<file path="src/rtl/cart_xlate_pkg.sv">
package cart_xlate_pkg;

  typedef enum logic [1:0] {
    MIR_VERT  = 2'd0,
    MIR_HORZ  = 2'd1,
    MIR_ONE_A = 2'd2,
    MIR_ONE_B = 2'd3
  } mirror_mode_e;

  typedef enum logic [2:0] {
    SLOT_NONE,
    SLOT_CHR0,
    SLOT_CHR1,
    SLOT_CHR2,
    SLOT_CHR3,
    SLOT_MIRROR,
    SLOT_PRG
  } wr_slot_e;

  // Only address bits 15:11 take part in the decode.
  function automatic wr_slot_e decode_slot(input logic [4:0] hi_bits);
    wr_slot_e s;
    s = SLOT_NONE;
    if (hi_bits[4]) begin
      case (hi_bits[3:0])
        4'b0001: s = SLOT_CHR0;
        4'b0011: s = SLOT_CHR1;
        4'b0101: s = SLOT_CHR2;
        4'b0111: s = SLOT_CHR3;
        4'b1101: s = SLOT_MIRROR;
        4'b1111: s = SLOT_PRG;
        default: s = SLOT_NONE;
      endcase
    end
    return s;
  endfunction

endpackage

</file>
<file path="src/rtl/cart_regfile.sv">
module cart_regfile
  import cart_xlate_pkg::*;
#(
  parameter int DATA_W     = 8,
  parameter int CHR_BANK_W = 8,
  parameter int PRG_BANK_W = 4
) (
  input  logic                           clk,
  input  logic                           rst,
  input  logic                           wr_en,
  input  logic [4:0]                     wr_hi,
  input  logic [DATA_W-1:0]              wr_data,
  output logic [3:0][CHR_BANK_W-1:0]     chr_bank,
  output logic [PRG_BANK_W-1:0]          prg_bank,
  output mirror_mode_e                   mir_mode
);

  localparam int NUM_WIN = 4;

  wr_slot_e slot;
  assign slot = decode_slot(wr_hi);

  for (genvar w = 0; w < NUM_WIN; w++) begin : g_chr
    always_ff @(posedge clk) begin
      if (rst) begin
        chr_bank[w] <= '0;
      end else if (wr_en && slot == wr_slot_e'(int'(SLOT_CHR0) + w)) begin
        chr_bank[w] <= wr_data[CHR_BANK_W-1:0];
      end
    end
  end

  always_ff @(posedge clk) begin
    if (rst) begin
      prg_bank <= '0;
      mir_mode <= MIR_VERT;
    end else if (wr_en) begin
      if (slot == SLOT_PRG)    prg_bank <= wr_data[PRG_BANK_W-1:0];
      if (slot == SLOT_MIRROR) mir_mode <= mirror_mode_e'(wr_data[1:0]);
    end
  end

  // everything clears on reset
  p_reset_clear_r1: assert property (@(posedge clk)
    rst |=> (chr_bank == '0 && prg_bank == '0 && mir_mode == MIR_VERT));

  // writes outside the upper half change nothing
  p_low_ignored_r8: assert property (@(posedge clk) disable iff (rst)
    (wr_en && !wr_hi[4]) |=> ($stable(chr_bank) && $stable(prg_bank) && $stable(mir_mode)));

  // no strobe, no change
  p_idle_stable_r9: assert property (@(posedge clk) disable iff (rst)
    !wr_en |=> ($stable(chr_bank) && $stable(prg_bank) && $stable(mir_mode)));

  // program bank write lands next cycle
  p_prg_write_r5: assert property (@(posedge clk) disable iff (rst)
    (wr_en && wr_hi == 5'b11111) |=> prg_bank == $past(wr_data[PRG_BANK_W-1:0]));

endmodule

</file>
<file path="src/rtl/cart_chr_map.sv">
module cart_chr_map #(
  parameter int CHR_BANK_W = 8,
  parameter int OFFSET_W   = 11
) (
  input  logic                          clk,
  input  logic                          rst,
  input  logic [3:0][CHR_BANK_W-1:0]    chr_bank,
  input  logic [OFFSET_W+1:0]           ppu_addr,
  output logic [CHR_BANK_W+OFFSET_W-1:0] chr_addr
);

  logic [1:0] win;
  assign win      = ppu_addr[OFFSET_W+1:OFFSET_W];
  assign chr_addr = {chr_bank[win], ppu_addr[OFFSET_W-1:0]};

  // low address bits pass through untouched
  p_offset_pass_r4: assert property (@(posedge clk) disable iff (rst)
    chr_addr[OFFSET_W-1:0] == ppu_addr[OFFSET_W-1:0]);

  // window 0 always uses bank register 0
  p_window0_r3: assert property (@(posedge clk) disable iff (rst)
    (ppu_addr[OFFSET_W+1:OFFSET_W] == 2'd0) |-> chr_addr[CHR_BANK_W+OFFSET_W-1:OFFSET_W] == chr_bank[0]);

endmodule

</file>
<file path="src/rtl/cart_prg_map.sv">
module cart_prg_map #(
  parameter int PRG_BANK_W = 4,
  parameter int OFFSET_W   = 14
) (
  input  logic                           clk,
  input  logic                           rst,
  input  logic [PRG_BANK_W-1:0]          prg_bank,
  input  logic [OFFSET_W:0]              cpu_addr,
  output logic [PRG_BANK_W+OFFSET_W-1:0] prg_addr
);

  localparam logic [PRG_BANK_W-1:0] LAST_BANK = '1;

  logic [PRG_BANK_W-1:0] bank_sel;
  assign bank_sel = cpu_addr[OFFSET_W] ? LAST_BANK : prg_bank;
  assign prg_addr = {bank_sel, cpu_addr[OFFSET_W-1:0]};

  // upper window is pinned to the last bank
  p_fixed_bank_r6: assert property (@(posedge clk) disable iff (rst)
    cpu_addr[OFFSET_W] |-> &prg_addr[PRG_BANK_W+OFFSET_W-1:OFFSET_W]);

endmodule

</file>
<file path="src/rtl/cart_mirror_sel.sv">
module cart_mirror_sel
  import cart_xlate_pkg::*;
(
  input  logic         clk,
  input  logic         rst,
  input  mirror_mode_e mode,
  input  logic         ppu_a10,
  input  logic         ppu_a11,
  output logic         vram_a10
);

  always_comb begin
    unique case (mode)
      MIR_VERT:  vram_a10 = ppu_a10;
      MIR_HORZ:  vram_a10 = ppu_a11;
      MIR_ONE_A: vram_a10 = 1'b0;
      default:   vram_a10 = 1'b1;
    endcase
  end

  // single-screen modes ignore the video address
  p_single_screen_r7: assert property (@(posedge clk) disable iff (rst)
    mode[1] |-> vram_a10 == mode[0]);

  // horizontal follows line 11
  p_horizontal_r7: assert property (@(posedge clk) disable iff (rst)
    (mode == MIR_HORZ) |-> vram_a10 == ppu_a11);

endmodule

</file>
<file path="src/rtl/cart_xlate.sv">
module cart_xlate
  import cart_xlate_pkg::*;
#(
  parameter int DATA_W     = 8,
  parameter int CHR_BANK_W = 8,
  parameter int PRG_BANK_W = 4,
  parameter int CHR_OFS_W  = 11,
  parameter int PRG_OFS_W  = 14
) (
  input  logic                             clk,
  input  logic                             rst,
  input  logic                             cpu_wr,
  input  logic [15:0]                      cpu_addr,
  input  logic [DATA_W-1:0]                cpu_wdata,
  input  logic [CHR_OFS_W+1:0]             ppu_addr,
  output logic [CHR_BANK_W+CHR_OFS_W-1:0]  chr_rom_addr,
  output logic [PRG_BANK_W+PRG_OFS_W-1:0]  prg_rom_addr,
  output logic                             vram_a10
);

  logic [3:0][CHR_BANK_W-1:0] chr_bank;
  logic [PRG_BANK_W-1:0]      prg_bank;
  mirror_mode_e               mir_mode;

  cart_regfile #(
    .DATA_W(DATA_W), .CHR_BANK_W(CHR_BANK_W), .PRG_BANK_W(PRG_BANK_W)
  ) u_regs (
    .clk(clk), .rst(rst), .wr_en(cpu_wr), .wr_hi(cpu_addr[15:11]),
    .wr_data(cpu_wdata), .chr_bank(chr_bank), .prg_bank(prg_bank),
    .mir_mode(mir_mode)
  );

  cart_chr_map #(.CHR_BANK_W(CHR_BANK_W), .OFFSET_W(CHR_OFS_W)) u_chr (
    .clk(clk), .rst(rst), .chr_bank(chr_bank), .ppu_addr(ppu_addr),
    .chr_addr(chr_rom_addr)
  );

  cart_prg_map #(.PRG_BANK_W(PRG_BANK_W), .OFFSET_W(PRG_OFS_W)) u_prg (
    .clk(clk), .rst(rst), .prg_bank(prg_bank), .cpu_addr(cpu_addr[PRG_OFS_W:0]),
    .prg_addr(prg_rom_addr)
  );

  cart_mirror_sel u_mir (
    .clk(clk), .rst(rst), .mode(mir_mode),
    .ppu_a10(ppu_addr[10]), .ppu_a11(ppu_addr[11]), .vram_a10(vram_a10)
  );

endmodule

</file>
<file path="config.mk">
export PLATFORM = sky130hd
export DESIGN_NAME = cart_xlate
export DESIGN_NICKNAME = d
export VERILOG_FILES = /design/src/rtl/cart_xlate_pkg.sv /design/src/rtl/cart_regfile.sv /design/src/rtl/cart_chr_map.sv /design/src/rtl/cart_prg_map.sv /design/src/rtl/cart_mirror_sel.sv /design/src/rtl/cart_xlate.sv
export SDC_FILE = /design/constraint.sdc
export NUM_CORES = 1
export LEC_CHECK = 0
export BUFFER_PORTS_ARGS = -buffer_cell sky130_fd_sc_hd__buf_2
export CAP_MARGIN = 10
export CORE_MARGIN = 2
export CORE_UTILIZATION = 48
export CTS_BUF_LIST = sky130_fd_sc_hd__clkbuf_16
export DETAILED_ROUTE_END_ITERATION = 6
export PLACE_DENSITY = 0.79
export SYNTH_ARGS = -nofsm -noshare
export SYNTH_HDL_FRONTEND = slang
export SYNTH_HIERARCHICAL = 1
export SYNTH_SLANG_ARGS = --single-unit
</file>
<file path="constraint.sdc">
create_clock -name clk -period 1.35 [get_ports clk]
set_input_delay 0.0675 -clock clk [delete_from_list [all_inputs] [get_ports clk]]
set_output_delay 0.0675 -clock clk [all_outputs]
set_load 0.005 [all_outputs]
</file>
## Word-level counts from Yosys, hierarchy flattened

Index checks and enable logic that the tools add are counted.

- Mux-type cells: 6
- Reduce and logical (&&, ||, !) cells: 7
- Order comparisons: 1
- Eq/ne operators: 14

Operators with widths:

| cell | number |
|---|---|
| one-hot mux 3 bit (6 select lines) | 1 |
| binary-select mux 8 bit (select 2 bit) | 1 |
| equality test 3 bit, second input constant | 3 |
| equality test 4 x 3 -> 1 bit, second input constant | 2 |
| equality test 4 bit, second input constant | 2 |
| two-way mux 8 bit | 1 |
| equality test 3 x 2 -> 1 bit, second input constant | 2 |
| equality test 4 x 1 -> 1 bit, second input constant | 1 |
| equality test 4 x 2 -> 1 bit, second input constant | 1 |
| logical AND 1 bit | 4 |
| two-way mux 4 bit | 1 |
| AND reduction 2 bit | 2 |
| equality test 3 x 1 -> 1 bit, second input constant | 1 |
| less-than comparator 2 x 3 -> 1 bit, second input constant | 1 |
| two-way mux 3 bit | 1 |
| one-hot mux 1 bit (3 select lines) | 1 |
| equality test 2 x 1 -> 1 bit, second input constant | 1 |
| equality test 2 bit, second input constant | 1 |
| zero test 2 bit | 1 |

- Word-level logic and storage cells: 34
- Output and inout bits: 38
- Bits of input ports: 40
- Register bits: 38

## Longest topological paths before layout

- Depth after elaboration: 5
- Mapped depth: 4

## Hierarchy

Netlist, hierarchy kept.

Modules (own cells, without submodules):

| module | cells each | seq. area each (um^2) | times used | area each (um^2) |
|---|---|---|---|---|
| cart_regfile | 143 | 760.7 | 1 | 1564.0 |
| cart_chr_map | 21 | 0.0 | 1 | 279.0 |
| cart_prg_map | 18 | 0.0 | 1 | 130.1 |
| cart_mirror_sel | 3 | 0.0 | 1 | 16.3 |

## Worst setup path before layout

OpenSTA, ideal clock, no wires.

- Path type: input to register
- Start: in cpu_addr[12]
- End: reg u_regs/chr_bank[1] (netlist bit)
- Arrival: 0.916 ns
- Required time: 1.226 ns
- Setup slack: 0.311 ns
- Path buffers: 1
- Stages on the path: 4
- Library setup time: 0.124 ns
- Cells stage by stage: nand2b_4 or4_4 buf_6 mux2i_1

- Longest elaborated chain between the ends: 5
- Elaborated cells between the ends (all ways): 10

Ends and longest elaborated chain:

| element | line | source |
|---|---|---|
| from (decl) | cart_xlate.sv:13 | `input logic [15:0] cpu_addr,` |
| equality test 4 bit (tied with other cells) | cart_xlate_pkg.sv:25 | `case (hi_bits[3:0])` |
| one-hot mux 3 bit (6 select lines) * | cart_xlate_pkg.sv:25 |  |
| two-way mux 3 bit * | cart_xlate_pkg.sv:24 | `if (hi_bits[4]) begin` |
| equality test 3 x 1 -> 1 bit * | cart_regfile.sv:27 | `end else if (wr_en && slot == wr_slot_e'(int'(SLOT_CHR0) + w)) begin` |
| logical AND 1 bit * | cart_regfile.sv:27 |  |
| to (signal, indexed assignment) | cart_regfile.sv:28 | `chr_bank[w] <= wr_data[CHR_BANK_W-1:0];` |
| to (decl) | cart_regfile.sv:13 | `output logic [3:0][CHR_BANK_W-1:0] chr_bank,` |

Every way passes the cells marked *; elsewhere a longest branch is shown, timed or not.
A chain may end at the register's enable or synchronous reset.

## Final worst setup path

- Start: reg u_regs/chr_bank[18] (netlist bit)
- End: out chr_rom_addr[13]

- Longest elaborated chain between the ends: 2

Ends and longest elaborated chain:

| element | line | source |
|---|---|---|
| binary-select mux 8 bit (select 2 bit) | cart_chr_map.sv:14 | `assign chr_addr = {chr_bank[win], ppu_addr[OFFSET_W-1:0]};` |
| two-way mux 8 bit (implied by the code) | cart_chr_map.sv:14 |  |
| to (decl) | cart_xlate.sv:16 | `output logic [CHR_BANK_W+CHR_OFS_W-1:0] chr_rom_addr,` |

Every way passes these cells. The select of a mux whose other input is x is not followed.

==> impl_metrics.sql <==
INSERT INTO impl_metrics (metric_group, metric, value, unit) VALUES
('logic_synthesis', 'synth.net_count', '225', ''),
('cts', 'cts_inserted_buffers', '5', ''),
('logic_synthesis', 'synthMostInstantiatedCell', 'sky130_fd_sc_hd__nand2b_1', ''),
('layout', 'area.growth.synth_to_final', '8.994', '%'),
('critical_path', 'cp_cell_sequence', 'mux4_2 -> buf_2', ''),
('logic_synthesis', 'netlist_top_cells_count', '47 x sky130_fd_sc_hd__nand2b_1, 38 x sky130_fd_sc_hd__dfxtp_1, 38 x sky130_fd_sc_hd__mux2i_1', ''),
('run', 'maxCapViolCount', '0', ''),
('cts', 'clock_tree_sinks', '38', ''),
('critical_path', 'max_stage_delay', '0.47', 'ns'),
('layout', 'antenna_cells_inserted', '0', ''),
('timing', 'transition_at_the_pin_with_the_smallest_max_transition_slack', '0.4660', 'ns'),
('placement', 'gp_routability_congestion', '0.7149', ''),
('logic_synthesis', 'async_reset_ff_share', '0', '%'),
('grt', 'grt_start_max_net_pins', '32', ''),
('timing', 'finalSetupViolations', '0', ''),
('detailed_routing', 'drt-vias-per-instance', '5.008', ''),
('layout', 'drive_above_1_share', '30.10', '%'),
('hold_path', 'whs_path_depth', '3', ''),
('logic_synthesis', 'number_of_warnings_reported_in_the_yosys_synthesis_log', '6', ''),
('logic_synthesis', 'synthesis.instances', '185', ''),
('die', 'die_w', '68.38', 'µm'),
('timing', 'final_cycle_utilization_of_the_critical_path', '93.81', '%'),
('die', 'standard_cell_core_area', '4000', 'µm²'),
('placement', 'io_buffers', '35', ''),
('logic_synthesis', 'yosys-top-cells-area', 'sky130_fd_sc_hd__dfxtp_1 38%, sky130_fd_sc_hd__mux2i_1 19%, sky130_fd_sc_hd__nand2b_1 15%', ''),
('layout', 'filler_cell_count', '359', ''),
('logic_synthesis', 'yosys.cell_types.count', '20', ''),
('detailed_routing', 'routed_wire_length_per_instance', '14.48', 'µm'),
('timing', 'rsz0062_at_grt', 'no', ''),
('timing', 'final.setup.worst_slack', '0.08359', 'ns'),
('detailed_routing', 'detail-route-antenna-nets', '0', ''),
('logic_synthesis', 'syn_area', '1989', 'µm²'),
('cts', 'worstSkewPairLatency', '0.28', 'ns'),
('detailed_routing', 'dr_total_vias', '1232', ''),
('timing', 'finalClockSkew', '0', 'ns'),
('detailed_routing', 'drt_drc_violations_left', '0', ''),
('placement', 'dp.final_hpwl', '2525', 'µm'),
('cts', 'cts_hold_buf', '0', ''),
('logic_synthesis', 'post-synth-top-area-fraction', '38.24', '%'),
('hold_path', 'hold_path.class', 'input pin to flop', ''),
('critical_path', 'crit_fanout', '2', ''),
('timing', 'timing.slew.headroom', '68.93', '%'),
('layout', 'final_core_util', '54.21', '%'),
('timing', 'achievable-frequency', '789.6', 'MHz'),
('power', 'p_leak', '1.045', 'nW'),
('timing', 'final.min_clock_period', '1.266', 'ns'),
('logic_synthesis', 'synth_area_leader_cell', 'sky130_fd_sc_hd__dfxtp_1', ''),
('grt', 'gr-total-overflow', '0', ''),
('outcome', 'status', 'completed', ''),
('critical_path', 'crit_arrival', '1.20', 'ns'),
('die', 'initial_core_util', '49.73', '%'),
('die', 'num_rows', '23', ''),
('grt', 'wire_length_of_the_first_global_routing_pass', '5754', 'µm'),
('critical_path', 'cpMaxStageDelayCell', 'sky130_fd_sc_hd__mux4_2', ''),
('cts', 'path_clk_slew', '0.06', 'ns'),
('critical_path', 'cp_data_required_time', '1.28', 'ns'),
('cts', 'postCtsResizedCells', '0', ''),
('layout', 'final_cell_count_no_fill', '246', ''),
('power', 'total_power', '2.601', 'mW'),
('critical_path', 'worstSetupStartpointType', 'flop', ''),
('grt', 'number_of_global_route_vias_before_repair', '1180', ''),
('cts', 'cts_post_setup_buffers_inserted', '0', ''),
('die', 'die_height', '68.38', 'µm'),
('power', 'max-vdd-ir-drop', '0.6568', 'mV'),
('timing', 'slew_violations', '0', ''),
('power', 'pwr_density_cell', '1200', 'nW/µm²'),
('layout', 'num-nets-final', '235', ''),
('critical_path', 'reg2regPathDepth', '2', ''),
('detailed_routing', 'drt_wl_total', '3561', 'µm'),
('critical_path', 'cp_capture_type', 'output port', ''),
('placement', 'detailedPlace.worstSlack', '0.1394', 'ns');
==> placed cells by master, fill, tap and decap left out <==
cell,Yosys,layout
sky130_fd_sc_hd__o21ai_0,1,1
sky130_fd_sc_hd__or3_2,1,1
sky130_fd_sc_hd__or3_1,3,3
sky130_fd_sc_hd__or2_1,4,4
sky130_fd_sc_hd__mux4_2,8,8
sky130_fd_sc_hd__nand3_1,1,1
sky130_fd_sc_hd__dfxtp_1,38,38
sky130_fd_sc_hd__o21ai_1,1,1
sky130_fd_sc_hd__nand2b_1,47,47
sky130_fd_sc_hd__nor3_2,1,1
sky130_fd_sc_hd__or4_1,1,1
sky130_fd_sc_hd__clkbuf_16,0,5
sky130_fd_sc_hd__bufinv_16,0,1
sky130_fd_sc_hd__clkinv_2,0,2
sky130_fd_sc_hd__buf_4,25,4
sky130_fd_sc_hd__nand2b_4,1,1
sky130_fd_sc_hd__nand2_1,3,3
sky130_fd_sc_hd__mux2i_1,38,38
sky130_fd_sc_hd__or4_4,1,1
sky130_fd_sc_hd__buf_2,1,35
==> stage by stage <==
step	cell area [µm²]	hold slack [ns]
3_5_place_dp	2003	0.1350
2_1_floorplan	1989	0.2158
3_3_place_gp	2003	0.1350
4_1_cts	2168	0.1330
6_report	2168	0.1288
5_1_grt	2168	0.1350
==> power breakdown <==
group          internal (mW)  switching, mW
Sequential              1.13        0.00418
Clock                  0.863          0.436
Combinational         0.0856         0.0818
==> critical path: cells and delay by family (launching register included) <==
family	cells	cell delay [ns]
buffers and inverters	1	0.14
flip-flops	1	0.31
multiplexers	1	0.47
==> final timing paths <==
path	from	end	slack (ns)
min	cpu_wdata[4]	u_regs/chr_bank[20]	0.13
max	u_regs/chr_bank[18]	chr_rom_addr[13]	0.08
min reg2reg	u_regs/chr_bank[29]	u_regs/chr_bank[29]	0.47
max reg2reg	u_regs/chr_bank[5]	u_regs/chr_bank[5]	0.72
==> logic make-up (layout without fill, tap and decap cells) <==
kind of cell	count (synthesis)	count (layout)	share of synthesized area [%]
muxes	46	46	28.18
DFF	38	38	38.24
and+or+nand+nor	63	63	20.31
buffers and inverters	36	47	12.77
AOI/OAI and AO/OA	2	2	0.5027
==> state kept, by name, indices dropped and copies added (netlist names) <==
name	cells
u_regs/mir_mode	2
u_regs/prg_bank	4
u_regs/chr_bank	32
==> metal layers <==
layer	routed length, µm	up-vias	global-route usage [%]
met5	0	-	0
met4	35	0	6.750
met3	153	4	3.454
met2	1745	24	26.92
met1	1627	589	22.04
li1	-	615	-
==> layout make-up <==
| type | instances | area [µm²] | area share [%] |
|---|---|---|---|
| multi-input combinational | 111 | 974.7 | 44.95 |
| sequential | 38 | 760.7 | 35.08 |
| timing repair buffer | 39 | 205.2 | 9.463 |
| clock buffer | 5 | 125.1 | 5.770 |
| tap | 50 | 62.56 | 2.885 |
| clock inverter | 3 | 40.04 | 1.847 |
Power figures use the tool's default switching activity.
